**src/rtl/fd_pkg.sv**
```systemverilog
package fd_pkg;
  localparam int unsigned FRAME_LEN = 4;
  localparam int unsigned POS_W     = $clog2(FRAME_LEN);
  localparam int unsigned STATE_W   = 4;

  // Reduced machine: position and surviving prefix merged
  typedef enum logic [STATE_W-1:0] {
    ST_IDLE  = 4'd0,  // frame start
    ST_Z     = 4'd1,  // prefix 0
    ST_ZZ    = 4'd2,  // prefix 00
    ST_ZO    = 4'd3,  // prefix 01
    ST_LAST0 = 4'd4,  // prefix 000: a 0 completes a match
    ST_LAST1 = 4'd5,  // prefix 001 or 011: a 1 completes a match
    ST_DEAD1 = 4'd6,  // no match possible, 1 bit consumed
    ST_DEAD2 = 4'd7,  // no match possible, 2 bits consumed
    ST_DEAD3 = 4'd8   // no match possible, 3 bits consumed
  } fd_state_e;
endpackage

```
**src/rtl/fd_rst_sync.sv**
```systemverilog
module fd_rst_sync #(
  parameter int unsigned STAGES = 2
) (
  input  logic clk,
  input  logic arst_n,
  output logic rst_n_sync
);
  logic [STAGES-1:0] chain;

  generate
    if (STAGES == 1) begin : g_single
      always_ff @(posedge clk or negedge arst_n) begin
        if (!arst_n) chain <= '0;
        else         chain <= 1'b1;
      end
    end else begin : g_multi
      always_ff @(posedge clk or negedge arst_n) begin
        if (!arst_n) chain <= '0;
        else         chain <= {chain[STAGES-2:0], 1'b1};
      end
    end
  endgenerate

  assign rst_n_sync = chain[STAGES-1];
endmodule

```
**src/rtl/fd_next.sv**
```systemverilog
module fd_next
  import fd_pkg::*;
(
  input  fd_state_e cur,
  input  logic      in_valid,
  input  logic      in_bit,
  output fd_state_e nxt,
  output logic      hit
);
  fd_state_e step_st;
  logic      end_hit;

  always_comb begin
    step_st = ST_IDLE;
    end_hit = 1'b0;
    unique case (cur)
      ST_IDLE:  step_st = in_bit ? ST_DEAD1 : ST_Z;
      ST_Z:     step_st = in_bit ? ST_ZO    : ST_ZZ;
      ST_ZZ:    step_st = in_bit ? ST_LAST1 : ST_LAST0;
      ST_ZO:    step_st = in_bit ? ST_LAST1 : ST_DEAD3;
      ST_DEAD1: step_st = ST_DEAD2;
      ST_DEAD2: step_st = ST_DEAD3;
      ST_LAST0: begin step_st = ST_IDLE; end_hit = ~in_bit; end
      ST_LAST1: begin step_st = ST_IDLE; end_hit = in_bit;  end
      ST_DEAD3: step_st = ST_IDLE;
      default:  step_st = ST_IDLE;
    endcase
  end

  always_comb begin
    nxt = in_valid ? step_st : cur;
    hit = in_valid & end_hit;
  end
endmodule

```
**src/rtl/fd_state_reg.sv**
```systemverilog
module fd_state_reg
  import fd_pkg::*;
(
  input  logic      clk,
  input  logic      rst_n,
  input  logic      en,
  input  fd_state_e d,
  output fd_state_e q
);
  always_ff @(posedge clk or negedge rst_n) begin
    if (!rst_n)  q <= ST_IDLE;
    else if (en) q <= d;
  end
endmodule

```
**src/rtl/frame_seq_detect.sv**
```systemverilog
module frame_seq_detect
  import fd_pkg::*;
#(
  parameter int unsigned RST_STAGES = 2
) (
  input  logic clk,
  input  logic arst_n,
  input  logic in_valid,
  input  logic in_bit,
  output logic hit
);
  logic      rst_n_int;
  fd_state_e state_q;
  fd_state_e state_d;

  fd_rst_sync #(.STAGES(RST_STAGES)) u_rst (
    .clk        (clk),
    .arst_n     (arst_n),
    .rst_n_sync (rst_n_int)
  );

  fd_next u_next (
    .cur      (state_q),
    .in_valid (in_valid),
    .in_bit   (in_bit),
    .nxt      (state_d),
    .hit      (hit)
  );

  fd_state_reg u_reg (
    .clk   (clk),
    .rst_n (rst_n_int),
    .en    (in_valid),
    .d     (state_d),
    .q     (state_q)
  );
endmodule

```
**config.mk**
```make
export PLATFORM = sky130hd
export DESIGN_NAME = frame_seq_detect
export DESIGN_NICKNAME = d
export VERILOG_FILES = /design/src/rtl/fd_pkg.sv /design/src/rtl/fd_rst_sync.sv /design/src/rtl/fd_next.sv /design/src/rtl/fd_state_reg.sv /design/src/rtl/frame_seq_detect.sv
export SDC_FILE = /design/constraint.sdc
export NUM_CORES = 1
export LEC_CHECK = 0
export ABC_AREA = 1
export ABC_CLOCK_PERIOD_IN_PS = 800
export CAP_MARGIN = 0
export CORE_AREA = 3 3 40 42
export CTS_CLUSTER_DIAMETER = 30
export DETAILED_ROUTE_END_ITERATION = 16
export DIE_AREA = 0 0 43 45
export DONT_BUFFER_PORTS = 1
export SYNTH_ARGS = -nofsm -noshare
export SYNTH_HDL_FRONTEND = slang
export SYNTH_SLANG_ARGS = --single-unit
```
**constraint.sdc**
```tcl
create_clock -name clk -period 0.8 [get_ports clk]
set_input_delay 0.04 -clock clk [delete_from_list [all_inputs] [get_ports clk]]
set_output_delay 0.04 -clock clk [all_outputs]
set_load 0.05 [all_outputs]
```
# Yosys cells after proc, flatten, opt, wreduce, memory -nomap -nowiden
# Cells that the tools add are included.
# word_totals
in_bits,4
ff_bits,6
elab_cells,18
output_inout_bits,1
# classes
reduce_logical,1
bitwise,2
mux,6
eq_ne,7
# ops
cell,count
$pmux 4 s6,1
$eq 4x3->1 const B,4
$eq 4x2->1 const B,2
$eq 4x1->1 const B,1
$logic_not 4->1,1
$mux 4,1
$mux 3,1
$mux 1,2
$pmux 1 s2,1
$and 1x1->1,1
$not 1->1,1

# Depth between registers and ports, before layout
# depth
word_depth,3
ltp_mapped,7

# Hierarchy
# A second synthesis with hierarchy kept.
# unflattened
cells_unflattened,56
hier_area_um2,361.6
# by_module_without_submodules
module,seq_area_each_um2,instances,cells_each,area_per_inst_um2
fd_next,0.0,1,36,158.9
fd_state_reg,100.1,1,17,148.9
fd_rst_sync,50.0,1,3,53.8

# Worst setup path after synthesis
# Ideal clock, no wire load.
# synth_timing
path_kind,register -> output
from,register u_reg.q[1]
to,output port hit
arrival_time_ps,1331
path_stages_with_launch,6
setup_slack_ps,-571
cell_sequence,dfrtp_1 > inv_1 > nand3_1 > nand2_1 > nand2_1 > nor2_1
# synth_between
elab_chain_cells,3
# synth_lines
element,line,text
start: declaration,fd_state_reg.sv:8,output fd_state_e q
start signal: assignment,fd_state_reg.sv:11,if (!rst_n) q <= ST_IDLE;
start signal: assignment,fd_state_reg.sv:12,else if (en) q <= d;
$eq 4x3->1,fd_next.sv:16,unique case (cur)
$pmux 1 s2 (*),fd_next.sv:16,
$and 1x1->1 (*),fd_next.sv:32,hit = in_valid & end_hit;
end: declaration,frame_seq_detect.sv:10,output logic hit
# Every way passes the cells marked *; elsewhere a longest branch is shown, timed or not.

# Final worst setup path
# Same ends and word-level chain as after synthesis.

==> metrics.md <==
| Metric | Value |
|---|---|
| Initial antenna violation count | `0` |
| Max Freq | `0.812 GHz` |
| Clock Power Share | `17.1%` |
| Final setup TNS | `-1.92 ns` |
| Via Count | `311` |
| Routability cong. | `0.782` |
| Fill cells | `135` |
| DRC Markers | `0` |
| DR WL/cell | `9.65 um` |
| Total Power | `1.52 mW` |
| Sw Share | `39.2%` |
| Gr ovfl total | `0` |
| Clk_skew | `0.00261 ns` |
| Failing checks | `negative setup slack` |
| Max-slew violation count | `0` |
| Largest net degree at the start of global routing | `6` |
| Share of layout cells above drive strength 1 | `28.8%` |
| Starting DRT DRC Count | `5` |
| Critical Path AT | `1.19 ns` |
| First-pass GRT wire length | `1.31 mm` |
| Placed cell area | `390 sq um` |
| P&R area growth vs syn | `44.3%` |
| Mapped Cells | `47` |
| DRT Pass-1 Iters | `4` |
| Dpl hpwl | `517 um` |
| Row cnt | `13` |
| Cell area after layout | `460 sq um` |
| Most frequent cells in the layout | `nand2_1 (19), buf_4 (6), dfrtp_1 (6), nor2_1 (5)` |
| Tot GR Track Use | `9.39%` |
| Min cycle time layout | `1.23 ns` |
| Num ports | `5` |
| Initial Util | `24.8%` |
| Syn avg cell area | `6.79 sq um` |
| Die X | `43 um` |
| Pwr dens | `3300 nW/um^2` |
| CTS Buf Count | `3` |
| Setup crit end kind | `primary output` |
| Yosys reg bits | `6` |
| CTS H-Tree Depth | `1` |
| Final hold violations | `0` |
| Peak VDD IR | `0.00147 V` |
| Vias in the first global route | `311` |
| Via density per instance | `4.20` |
| Pre-CTS worst setup slack | `-0.211 ns` |
| Pint | `923 uW` |
| Core area | `1280 sq um` |
| Clock latency on the worst-skew pair | `0.24 ns` |
| Final hold slack | `0.0303 ns` |
| Die Area | `1940 sq um` |
| Worst-path clk slew | `0.04 ns` |
| Synthesized net count | `51` |
| Critical path class | `reg2out` |
| Root buf cell | `clkbuf_4` |
| Combinational share of power | `50.2%` |
| Sink Count | `6` |
| Nets | `65` |
| Net load switching power | `595 uW` |
| Req. time, crit path | `0.76 ns` |
| Worst setup SP type | `register` |
| Status | `finished with violations` |
| Min-Delay Path Class | `in2async` |
| Post-route clock period utilization | `154%` |
| Number of port buffers | `0` |
| CTS tree | `done` |
| Commonest non-fill, non-tap cell in the layout | `nand2_1` |
| Clock Tree Buf Depth | `2` |
| Static leakage power | `0.239 nW` |
| Seq pwr share | `32.7%` |
| RSZ-0062 raised after global routing | `yes` |
| Post-Syn Area | `319 sq um` |
| Routed WL | `714 um` |
| Sequential fraction of the synthesis area | `47.1%` |
| Die height | `45 um` |
| Number of routed nets with antenna violations | `0` |
| Synth unique cells | `10` |
| Max FO, Critical Path | `4` |
| Worst setup margin | `-0.432 ns` |
| Max-cap violations | `0` |
| Number of diodes | `0` |
| Final number of setup-violating endpoints | `5` |
| Yosys warning count | `0` |
[area by class of cell]
class / instances / area, sq um / share of cell area, %
sequential: 6 / 150 / 32.6
clock buffer: 3 / 22.5 / 4.89
tap: 15 / 18.8 / 4.08
inverter: 6 / 22.5 / 4.89
multi-input combinational: 35 / 161 / 35.1
timing repair buffer: 9 / 85.1 / 18.5
[state kept, by name, summed over array words and instances, names as in the netlist]
name and cells:
u_rst.chain 2, u_reg.q 4
[kinds of logic (layout without fill, tap and decap cells)]
kind of cell | Yosys count | in the layout | share of synthesized area [%]
and+or+nand+nor | 30 | 30 | 36.9
DFF | 6 | 6 | 47.1
buffers and inverters | 6 | 18 | 7.06
AOI/OAI and AO/OA | 4 | 4 | 7.84
other | 1 | 1 | 1.18
[stage by stage]
stage	cells	util (%)
global placement	66	30.4
floorplan	47	-
finish	74	35.8
global route	74	35.8
detailed placement	66	30.4
CTS	73	35.1
[worst paths after layout]
path | from | to | slack (ns) | cells after the start
setup / recovery | u_reg.q[1] | hit | -0.43 | 6
hold reg to reg | u_rst.chain[1] | u_reg.q[3] | 0.05 | 0
min in group clk | in_bit | u_reg.q[3] | 0.04 | 3
setup reg to reg | u_reg.q[1] | u_reg.q[0] | -0.40 | 8
hold / removal | arst_n | u_rst.chain[0] | 0.03 | 1
max in group asynchronous | u_rst.chain[1] | u_reg.q[0] | 0.60 | 0
[power groups by stage]
stage | sequential (mW) | combinational (mW) | clock (mW)
global placement | 0.498 | 0.621 | 0
detailed placement | 0.501 | 0.624 | 0
finish | 0.497 | 0.762 | 0.259
floorplan | 0.488 | 0.412 | 0
CTS | 0.492 | 0.719 | 0.275
global route | 0.508 | 0.869 | 0.293
[synthesized netlist by cell type]
cell type,count,area [sq um]
dfrtp_1,6,150
nand3b_1,1,7.51
o211ai_1,2,15.0
nor2_1,6,22.5
inv_1,6,22.5
conb_1,1,3.75
o21ai_0,1,5.00
a21oi_1,1,5.00
nand2_1,22,82.6
nand3_1,1,5.00
[per-layer routing]
metal	wire [um]	global-route usage, %	part of all wire [%]	vias to the layer above
met3	36	3.19	5.0	0
met2	345	13.5	48	5
met5	0	0	0	-
met1	332	11.5	46	141
li1	-	-	-	165
met4	0	7.23	0	0
[critical path, stage by stage, from the launching register on]
cell and delay, ns:
dfrtp_1 0.42, inv_2 0.08, nand3_1 0.07, nand2_2 0.09
nand2_2 0.06, nor2_4 0.10, buf_12 0.14
[timing repair]
| item | 4_1_cts | 5_1_grt |
|---|---|---|
| hold endpoints to repair | 6 | 0 |
| buffers inserted | 2 | 1 |
| hold buffers | 2 | 0 |
| setup endpoints to repair | 5 | 5 |
| resized for setup | 2 | 1 |
| pin swaps | 2 | 1 |
No activity file was read; power rests on OpenSTA's default activity.
